===== src/rtl/wdt_pkg.sv =====
package wdt_pkg;
  localparam int DW = 16;
  localparam logic [3:0] OFS_CTRL = 4'h0;
  localparam logic [3:0] OFS_SVC  = 4'h2;
  localparam logic [3:0] OFS_STAT = 4'h4;
  localparam logic [3:0] OFS_MISC = 4'h8;
  localparam int CB_PAUSE = 0;
  localparam int CB_EN    = 2;
  localparam int CB_RSTEN = 3;
  localparam int CB_SWREQ = 4;
  localparam logic [DW-1:0] KEY_ARM  = 16'h5555;
  localparam logic [DW-1:0] KEY_FIRE = 16'hAAAA;
endpackage


===== src/rtl/wdt_tick_sync.sv =====
module wdt_tick_sync #(
  parameter int STAGES = 2
) (
  input  logic clk_i,
  input  logic rst_n,
  input  logic slow_i,
  output logic tick_o
);
  logic [STAGES-1:0] sh_q, sh_d;
  logic              prev_q;

  always_comb sh_d = {sh_q[STAGES-2:0], slow_i};

  always_ff @(posedge clk_i or negedge rst_n) begin
    if (!rst_n) begin
      sh_q   <= '0;
      prev_q <= 1'b0;
    end else begin
      sh_q   <= sh_d;
      prev_q <= sh_q[STAGES-1];
    end
  end

  assign tick_o = sh_q[STAGES-1] & ~prev_q;

  AST_TICK_SINGLE: assert property (@(posedge clk_i) disable iff (!rst_n)
    tick_o |=> !tick_o);
endmodule


===== src/rtl/wdt_regs.sv =====
module wdt_regs
  import wdt_pkg::*;
#(
  parameter int AW = 4
) (
  input  logic          clk_i,
  input  logic          rst_n,
  input  logic          por_n,
  input  logic          we_i,
  input  logic [AW-1:0] addr_i,
  input  logic [DW-1:0] wdata_i,
  output logic [DW-1:0] rdata_o,
  input  logic          exp_i,
  output logic [7:0]    fld_d_o,
  output logic          en_o,
  output logic          rsten_o,
  output logic          pause_o,
  output logic          load_o,
  output logic          sw_o,
  output logic          pd_arm_o
);
  logic [7:0] fld_q, fld_d;
  logic rsten_q, rsten_d, en_q, en_d, pause_q, pause_d, lock_q, lock_d;
  logic arm_q, arm_d, pd_q, pd_d, tout_q, tout_d;
  logic wr_ctrl, wr_svc, wr_misc, reload;

  assign wr_ctrl = we_i && (addr_i == AW'(OFS_CTRL));
  assign wr_svc  = we_i && (addr_i == AW'(OFS_SVC));
  assign wr_misc = we_i && (addr_i == AW'(OFS_MISC));

  always_comb begin
    fld_d   = wr_ctrl ? wdata_i[15:8] : fld_q;
    rsten_d = wr_ctrl ? wdata_i[CB_RSTEN] : rsten_q;
    en_d    = en_q | (wr_ctrl & wdata_i[CB_EN]);
    pause_d = (wr_ctrl && !lock_q) ? wdata_i[CB_PAUSE] : pause_q;
    lock_d  = lock_q | wr_ctrl;
    arm_d   = wr_svc ? (wdata_i == KEY_ARM) : arm_q;
    reload  = wr_svc && arm_q && (wdata_i == KEY_FIRE);
    pd_d    = pd_q & ~(wr_misc & ~wdata_i[0]);
    tout_d  = tout_q | exp_i;
  end

  always_ff @(posedge clk_i or negedge rst_n) begin
    if (!rst_n) begin
      fld_q   <= '0;
      rsten_q <= 1'b0;
      en_q    <= 1'b0;
      pause_q <= 1'b0;
      lock_q  <= 1'b0;
      arm_q   <= 1'b0;
      pd_q    <= 1'b1;
    end else begin
      if (wr_ctrl) begin
        fld_q   <= fld_d;
        rsten_q <= rsten_d;
        en_q    <= en_d;
        pause_q <= pause_d;
        lock_q  <= lock_d;
      end
      if (wr_svc)  arm_q <= arm_d;
      if (wr_misc) pd_q  <= pd_d;
    end
  end

  always_ff @(posedge clk_i or negedge por_n) begin
    if (!por_n) tout_q <= 1'b0;
    else if (exp_i) tout_q <= tout_d;
  end

  always_comb begin
    rdata_o = '0;
    case (addr_i)
      AW'(OFS_CTRL): rdata_o = {fld_q, 3'b000, 1'b1, rsten_q, en_q, 1'b0, pause_q};
      AW'(OFS_STAT): rdata_o = {14'b0, tout_q, 1'b0};
      AW'(OFS_MISC): rdata_o = {15'b0, pd_q};
      default:       rdata_o = '0;
    endcase
  end

  assign fld_d_o  = fld_d;
  assign en_o     = en_q;
  assign rsten_o  = rsten_q;
  assign pause_o  = pause_q;
  assign load_o   = (en_d & ~en_q) | reload;
  assign sw_o     = wr_ctrl & ~wdata_i[CB_SWREQ];
  assign pd_arm_o = pd_q;

  AST_EN_STICKY: assert property (@(posedge clk_i) disable iff (!rst_n)
    en_q |=> en_q);
  AST_PAUSE_LOCK: assert property (@(posedge clk_i) disable iff (!rst_n)
    lock_q |=> $stable(pause_q));
  AST_PD_NO_REARM: assert property (@(posedge clk_i) disable iff (!rst_n)
    !pd_q |=> !pd_q);
  AST_TOUT_SET: assert property (@(posedge clk_i) disable iff (!por_n)
    exp_i |=> tout_q);
  AST_TOUT_KEEP: assert property (@(posedge clk_i) disable iff (!por_n)
    tout_q |=> tout_q);
endmodule


===== src/rtl/wdt_counter.sv =====
module wdt_counter #(
  parameter int HALF_TICKS = 16384
) (
  input  logic       clk_i,
  input  logic       rst_n,
  input  logic       tick_i,
  input  logic       run_i,
  input  logic       load_i,
  input  logic [7:0] ld_val_i,
  output logic       exp_o
);
  localparam int PW = (HALF_TICKS > 1) ? $clog2(HALF_TICKS) : 1;
  localparam logic [PW-1:0] PRE_LAST = PW'(HALF_TICKS - 1);

  logic [PW-1:0] pre_q, pre_d;
  logic [7:0]    hs_q, hs_d;
  logic          step, wrap;

  assign step  = tick_i & run_i & ~load_i;
  assign wrap  = (pre_q == PRE_LAST);
  assign exp_o = step & wrap & (hs_q == 8'd0);

  always_comb begin
    pre_d = pre_q;
    hs_d  = hs_q;
    if (load_i) begin
      pre_d = '0;
      hs_d  = ld_val_i;
    end else if (step) begin
      if (wrap) begin
        pre_d = '0;
        hs_d  = (hs_q == 8'd0) ? ld_val_i : hs_q - 8'd1;
      end else begin
        pre_d = pre_q + PW'(1);
      end
    end
  end

  always_ff @(posedge clk_i or negedge rst_n) begin
    if (!rst_n) begin
      pre_q <= '0;
      hs_q  <= '0;
    end else if (load_i || step) begin
      pre_q <= pre_d;
      hs_q  <= hs_d;
    end
  end

  AST_FROZEN: assert property (@(posedge clk_i) disable iff (!rst_n)
    (!run_i && !load_i) |=> ($stable(pre_q) && $stable(hs_q)));
  AST_RELOAD: assert property (@(posedge clk_i) disable iff (!rst_n)
    load_i |=> (pre_q == '0 && hs_q == $past(ld_val_i)));
endmodule


===== src/rtl/wdt_pdcnt.sv =====
module wdt_pdcnt #(
  parameter int PD_TICKS = 524288
) (
  input  logic clk_i,
  input  logic rst_n,
  input  logic tick_i,
  input  logic arm_i,
  output logic fire_o
);
  localparam int CW = (PD_TICKS > 1) ? $clog2(PD_TICKS) : 1;
  localparam logic [CW-1:0] CNT_LAST = CW'(PD_TICKS - 1);

  logic [CW-1:0] cnt_q, cnt_d;
  logic          done_q, done_d, last;

  assign last   = tick_i & ~done_q & (cnt_q == CNT_LAST);
  assign fire_o = last & arm_i;

  always_comb begin
    cnt_d  = cnt_q;
    done_d = done_q | last;
    if (tick_i && !done_q && !last) cnt_d = cnt_q + CW'(1);
  end

  always_ff @(posedge clk_i or negedge rst_n) begin
    if (!rst_n) begin
      cnt_q  <= '0;
      done_q <= 1'b0;
    end else if (tick_i) begin
      cnt_q  <= cnt_d;
      done_q <= done_d;
    end
  end

  AST_PD_DONE: assert property (@(posedge clk_i) disable iff (!rst_n)
    done_q |=> done_q);
endmodule


===== src/rtl/wdt_timer.sv =====
module wdt_timer
  import wdt_pkg::*;
#(
  parameter int HALF_TICKS  = 16384,
  parameter int PD_TICKS    = 524288,
  parameter int SYNC_STAGES = 2,
  parameter int AW          = 4
) (
  input  logic          clk_i,
  input  logic          por_n_i,
  input  logic          rst_n_i,
  input  logic          slow_clk_i,
  input  logic          lowpwr_i,
  input  logic          bus_we_i,
  input  logic [AW-1:0] bus_addr_i,
  input  logic [15:0]   bus_wdata_i,
  output logic [15:0]   bus_rdata_o,
  output logic          rst_o,
  output logic          wdog_n_o
);
  logic sys_n, tick, exp, load, sw, pd_fire, pd_arm;
  logic en, rsten, pause, run;
  logic [7:0] fld_d;
  logic exp_hold_q, exp_hold_d, sw_hold_q, sw_hold_d, pd_hold_q, pd_hold_d;

  assign sys_n = por_n_i & rst_n_i;

  wdt_tick_sync #(.STAGES(SYNC_STAGES)) u_sync (
    .clk_i(clk_i), .rst_n(sys_n), .slow_i(slow_clk_i), .tick_o(tick));

  wdt_regs #(.AW(AW)) u_regs (
    .clk_i(clk_i), .rst_n(sys_n), .por_n(por_n_i),
    .we_i(bus_we_i), .addr_i(bus_addr_i), .wdata_i(bus_wdata_i),
    .rdata_o(bus_rdata_o), .exp_i(exp), .fld_d_o(fld_d), .en_o(en),
    .rsten_o(rsten), .pause_o(pause), .load_o(load), .sw_o(sw),
    .pd_arm_o(pd_arm));

  assign run = en & ~(pause & lowpwr_i);

  wdt_counter #(.HALF_TICKS(HALF_TICKS)) u_cnt (
    .clk_i(clk_i), .rst_n(sys_n), .tick_i(tick), .run_i(run),
    .load_i(load), .ld_val_i(fld_d), .exp_o(exp));

  wdt_pdcnt #(.PD_TICKS(PD_TICKS)) u_pd (
    .clk_i(clk_i), .rst_n(sys_n), .tick_i(tick), .arm_i(pd_arm),
    .fire_o(pd_fire));

  always_comb begin
    exp_hold_d = exp     ? 1'b1 : (tick ? 1'b0 : exp_hold_q);
    sw_hold_d  = sw      ? 1'b1 : (tick ? 1'b0 : sw_hold_q);
    pd_hold_d  = pd_fire ? 1'b1 : (tick ? 1'b0 : pd_hold_q);
  end

  always_ff @(posedge clk_i or negedge sys_n) begin
    if (!sys_n) begin
      exp_hold_q <= 1'b0;
      sw_hold_q  <= 1'b0;
      pd_hold_q  <= 1'b0;
    end else begin
      exp_hold_q <= exp_hold_d;
      sw_hold_q  <= sw_hold_d;
      pd_hold_q  <= pd_hold_d;
    end
  end

  assign rst_o    = exp_hold_q | sw_hold_q;
  assign wdog_n_o = ~((exp_hold_q & rsten) | pd_hold_q);

  AST_RST_CAUSE: assert property (@(posedge clk_i) disable iff (!sys_n)
    $rose(rst_o) |-> $past(exp | sw));
  AST_EXP_DROP: assert property (@(posedge clk_i) disable iff (!sys_n)
    (tick && !exp) |=> !exp_hold_q);
  AST_SW_PULSE: assert property (@(posedge clk_i) disable iff (!sys_n)
    sw |=> rst_o);
endmodule


===== config.mk =====
export PLATFORM = sky130hd
export DESIGN_NAME = wdt_timer
export DESIGN_NICKNAME = d
export VERILOG_FILES = /design/src/rtl/wdt_pkg.sv /design/src/rtl/wdt_tick_sync.sv /design/src/rtl/wdt_regs.sv /design/src/rtl/wdt_counter.sv /design/src/rtl/wdt_pdcnt.sv /design/src/rtl/wdt_timer.sv
export SDC_FILE = /design/constraint.sdc
export NUM_CORES = 1
export LEC_CHECK = 0
export ABC_AREA = 0
export BUFFER_PORTS_ARGS = -buffer_cell sky130_fd_sc_hd__buf_2
export CORE_UTILIZATION = 57
export CTS_CLUSTER_DIAMETER = 100
export DETAILED_ROUTE_END_ITERATION = 8
export PLACE_DENSITY = 0.82
export SYNTH_ARGS = -nofsm -noshare
export SYNTH_HDL_FRONTEND = slang
export SYNTH_SLANG_ARGS = --single-unit

===== constraint.sdc =====
create_clock -name clk_i -period 3.03 [get_ports clk_i]
set_clock_uncertainty 0.15 [all_clocks]
set_input_delay 0 -clock clk_i [delete_from_list [all_inputs] [get_ports clk_i]]
set_output_delay 0 -clock clk_i [all_outputs]
set_load 0.05 [all_outputs]

==> impl_results.md <==
- Outcome: complete, but fails checks
- Failing checks: DRC
- Most frequent cells in the layout: dfrtp_1 (62), buf_2 (40), nor2_1 (28)
- Number of global-route vias before repair: ~2,700
- Hold path start: lowpwr_i
- Clock latency at the later pin of the worst-skew pair: 330 ps
- Post-route ant nets: 0
- Total Routed Length: 7230 um
- RR Startpoint: u_cnt.pre_q[0]$_DFFE_PN0P_
- Top_reg_cell synth: dfrtp_1
- Placed cell area: between 0.003 and 0.004 sq mm
- Count of cell types in the netlist: 52
- NumNets Final: roughly 420
- CP required: 3070 ps
- Hold/Removal Path Class: in2reg
- Clk slew on worst S/H paths: around 60 ps
- Final core area utilization: 0.714
- Overall power: between 2 and 2.5 mW
- Die ar.: ~0.0060 sq mm
- Worst setup EP type: flip-flop
- DR DRC count: 2
- Core ar.: about 0.0055 sq mm
- Synth warnings: 0
- Hold path endpoint: u_cnt.pre_q[0]$_DFFE_PN0P_
- Number of placed cells counting well taps: 425
- Reg-to-Reg End: u_cnt.hs_q[4]$_DFFE_PN0P_
- Initial antenna violation count: 0
- CTS Sinks: between 60 and 70
- TritonCTS Buffers: 9
- Period utilization: 0.911
- Layout area overhead: 21.1%
- DPL Wire Length: about 4700 um
- Worst slew pin tran: roughly 740 ps
- Final Max Tran Viols: 0
- Max-Cap Viols: 0
- Avg Cell Area, Syn: around 10 sq um
- RSZ-0062 raised after global routing: no
- Cells on worst reg2reg path: 7
- Pwr Density: between 500 and 600 mW/mm^2
- Final-report hold violation count: 0
- Pin count of the biggest net entering global routing: 31
- Dpl ws: roughly 540 ps
- CTS resizes: 0
- Final hold slack: about 79 ps
- Setup ws final: between 200 and 300 ps
- Hold Crit Depth: 5
- Startpoint Class: input pin
- Post-synth EDFFs: 0
- Die Y: between 70 and 80 um
- Fin area: between 0.003 and 0.004 sq mm
- Share of cells above drive strength 1: 0.207
- Syn Inst Count: roughly 320
- Hold_buf cts: 24
- IO Port Bufs: 40
- Synth Register Bits: 63
- Slew headroom: 0.505
- Async SR Flop Fraction: 1.00
- Die W: roughly 77 um
- First-pass GRT wire length: 12,300 um
- Row count: 27
- Final Setup Violations: 0
- Detailed Routing Iterations Pass 1: 8
- Worst Setup Path Type: in2reg
- Setup TNS: 0 ps
- Worst path arrival time: about 2800 ps
- Fin crit period: between 2000 and 3000 ps
- Crit-path max FO: 18
- Clk buf depth: 2
- Non-Filler Instances: about 460
- DR vias: 2,688
- Root buffer cell: clkbuf_8
- H-tree Lvls: 3
- Initial Util: 0.590
- CTS tree: done
- ANT cells: 0
- Total global routing overflow: 0
- Flop2flop setup slack: about 530 ps
- All-Layer GR Usage: 0.269
- Pleak: 1.87 nW
- Filler cells: ~380
- Post-CTS Setup Inserts: 0
- IO Pins: between 40 and 50
- VDD IR max: approximately 0.27 mV
- Seq/Total Area, Yosys: 0.489
- Netlist Area Pre-Place: about 0.0032 sq mm
- Via density: slightly below 6
- Most common cell after layout, fill and taps aside: dfrtp_1
- Routed len/inst: ~16 um
- Initial DRC count: ~210
- RD Place Congestion: just under 0.9
- Maximum clock frequency: between 300 and 400 MHz
Yosys cell counts (2+ instances only):
master / count / share of area
xor2_1: 15 / 0.041
mux2i_1: 9 / 0.028
o21ai_2: 2 / 0.0054
and3_1: 6 / 0.012
o21ai_0: 12 / 0.019
o31ai_1: 2 / 0.0046
o2bb2ai_1: 2 / 0.0054
nand4_1: 9 / 0.017
nor3_1: 7 / 0.011
ha_1: 4 / 0.016
nor4_1: 4 / 0.0078
nand2_1: 27 / 0.031
or2_2: 3 / 0.0058
o2111ai_1: 2 / 0.0054
or3_1: 2 / 0.0039
buf_4: 4 / 0.0093
nor2_1: 28 / 0.033
or4b_1: 2 / 0.0062
nor4bb_1: 3 / 0.0093
buf_2: 2 / 0.0031
nand3_1: 16 / 0.025
nand2b_1: 2 / 0.0039
xnor2_1: 11 / 0.030
o211ai_1: 2 / 0.0046
nand3b_1: 2 / 0.0046
a22oi_1: 3 / 0.0070
and2_1: 12 / 0.023
and4_1: 2 / 0.0054
or4_1: 2 / 0.0046
dfrtp_1: 62 / 0.48
inv_1: 10 / 0.012
buf_6: 3 / 0.010
nor4b_1: 4 / 0.011
a21oi_1: 10 / 0.016
a21o_1: 2 / 0.0046
mux2_2: 12 / 0.042
state kept, by name (all words and copies together), names as in the netlist, 2 cells and up:
name / flops
u_cnt.hs_q: 8
u_cnt.pre_q: 14
u_pd.cnt_q: 19
u_regs.fld_q: 8
u_sync.sh_q: 2
critical path: stages:
cell and delay, ps:
dlygate4sd3_1 540, buf_2 140, or4_1 520, or4_1 540, o21ai_2 180, nand2b_1 520, o21ai_0 180, o2bb2ai_1 180
power by group:
group          switching (mW)  internal [mW]
Clock                   0.293          0.378
Sequential             0.0934          0.947
Combinational           0.182          0.153
layout make-up:
| cell class | count | area, sq um | area share |
|---|---|---|---|
| Multi-Input combinational cell | 235 | 1540 | 0.395 |
| Inverter | 10 | 37.5 | 0.00960 |
| Timing Repair Buffer | 69 | 478 | 0.122 |
| Tap cell | 72 | 90.1 | 0.0230 |
| Sequential cell | 63 | 1580 | 0.404 |
| Clock buffer | 14 | 183 | 0.0467 |
worst max-delay path by stage:
stage	startpoint	to	slack, ps	cells past startpoint
2_1_floorplan	u_cnt.pre_q[0]$_DFFE_PN0P_	u_cnt.hs_q[3]$_DFFE_PN0P_	910	8
3_3_place_gp	bus_wdata_i[14]	u_cnt.hs_q[4]$_DFFE_PN0P_	580	7
3_5_place_dp	bus_wdata_i[14]	u_cnt.hs_q[4]$_DFFE_PN0P_	540	7
4_1_cts	bus_wdata_i[14]	u_cnt.hs_q[4]$_DFFE_PN0P_	340	8
5_1_grt	bus_wdata_i[14]	u_cnt.hs_q[4]$_DFFE_PN0P_	160	8
6_report	bus_wdata_i[14]	u_cnt.hs_q[4]$_DFFE_PN0P_	270	8
logic make-up (layout without fill, tap and decap cells):
group,Yosys count,count (layout),share of synthesized area
mux,21,21,0.0698
flops,63,63,0.489
simple gates,138,138,0.233
fa+ha+maj,4,4,0.0155
other cells,1,3,0.00116
buf+inv,20,93,0.0357
compound gates,43,43,0.0860
xor+xnor,26,26,0.0705
routing by layer:
layer	GRT usage	wire length [um]	part of all wire
met4	0.143	194	0.027
met1	0.352	3170	0.44
met3	0.0524	415	0.057
met5	0	0	0
met2	0.423	3450	0.48
(Power assumes the default switching activity.)
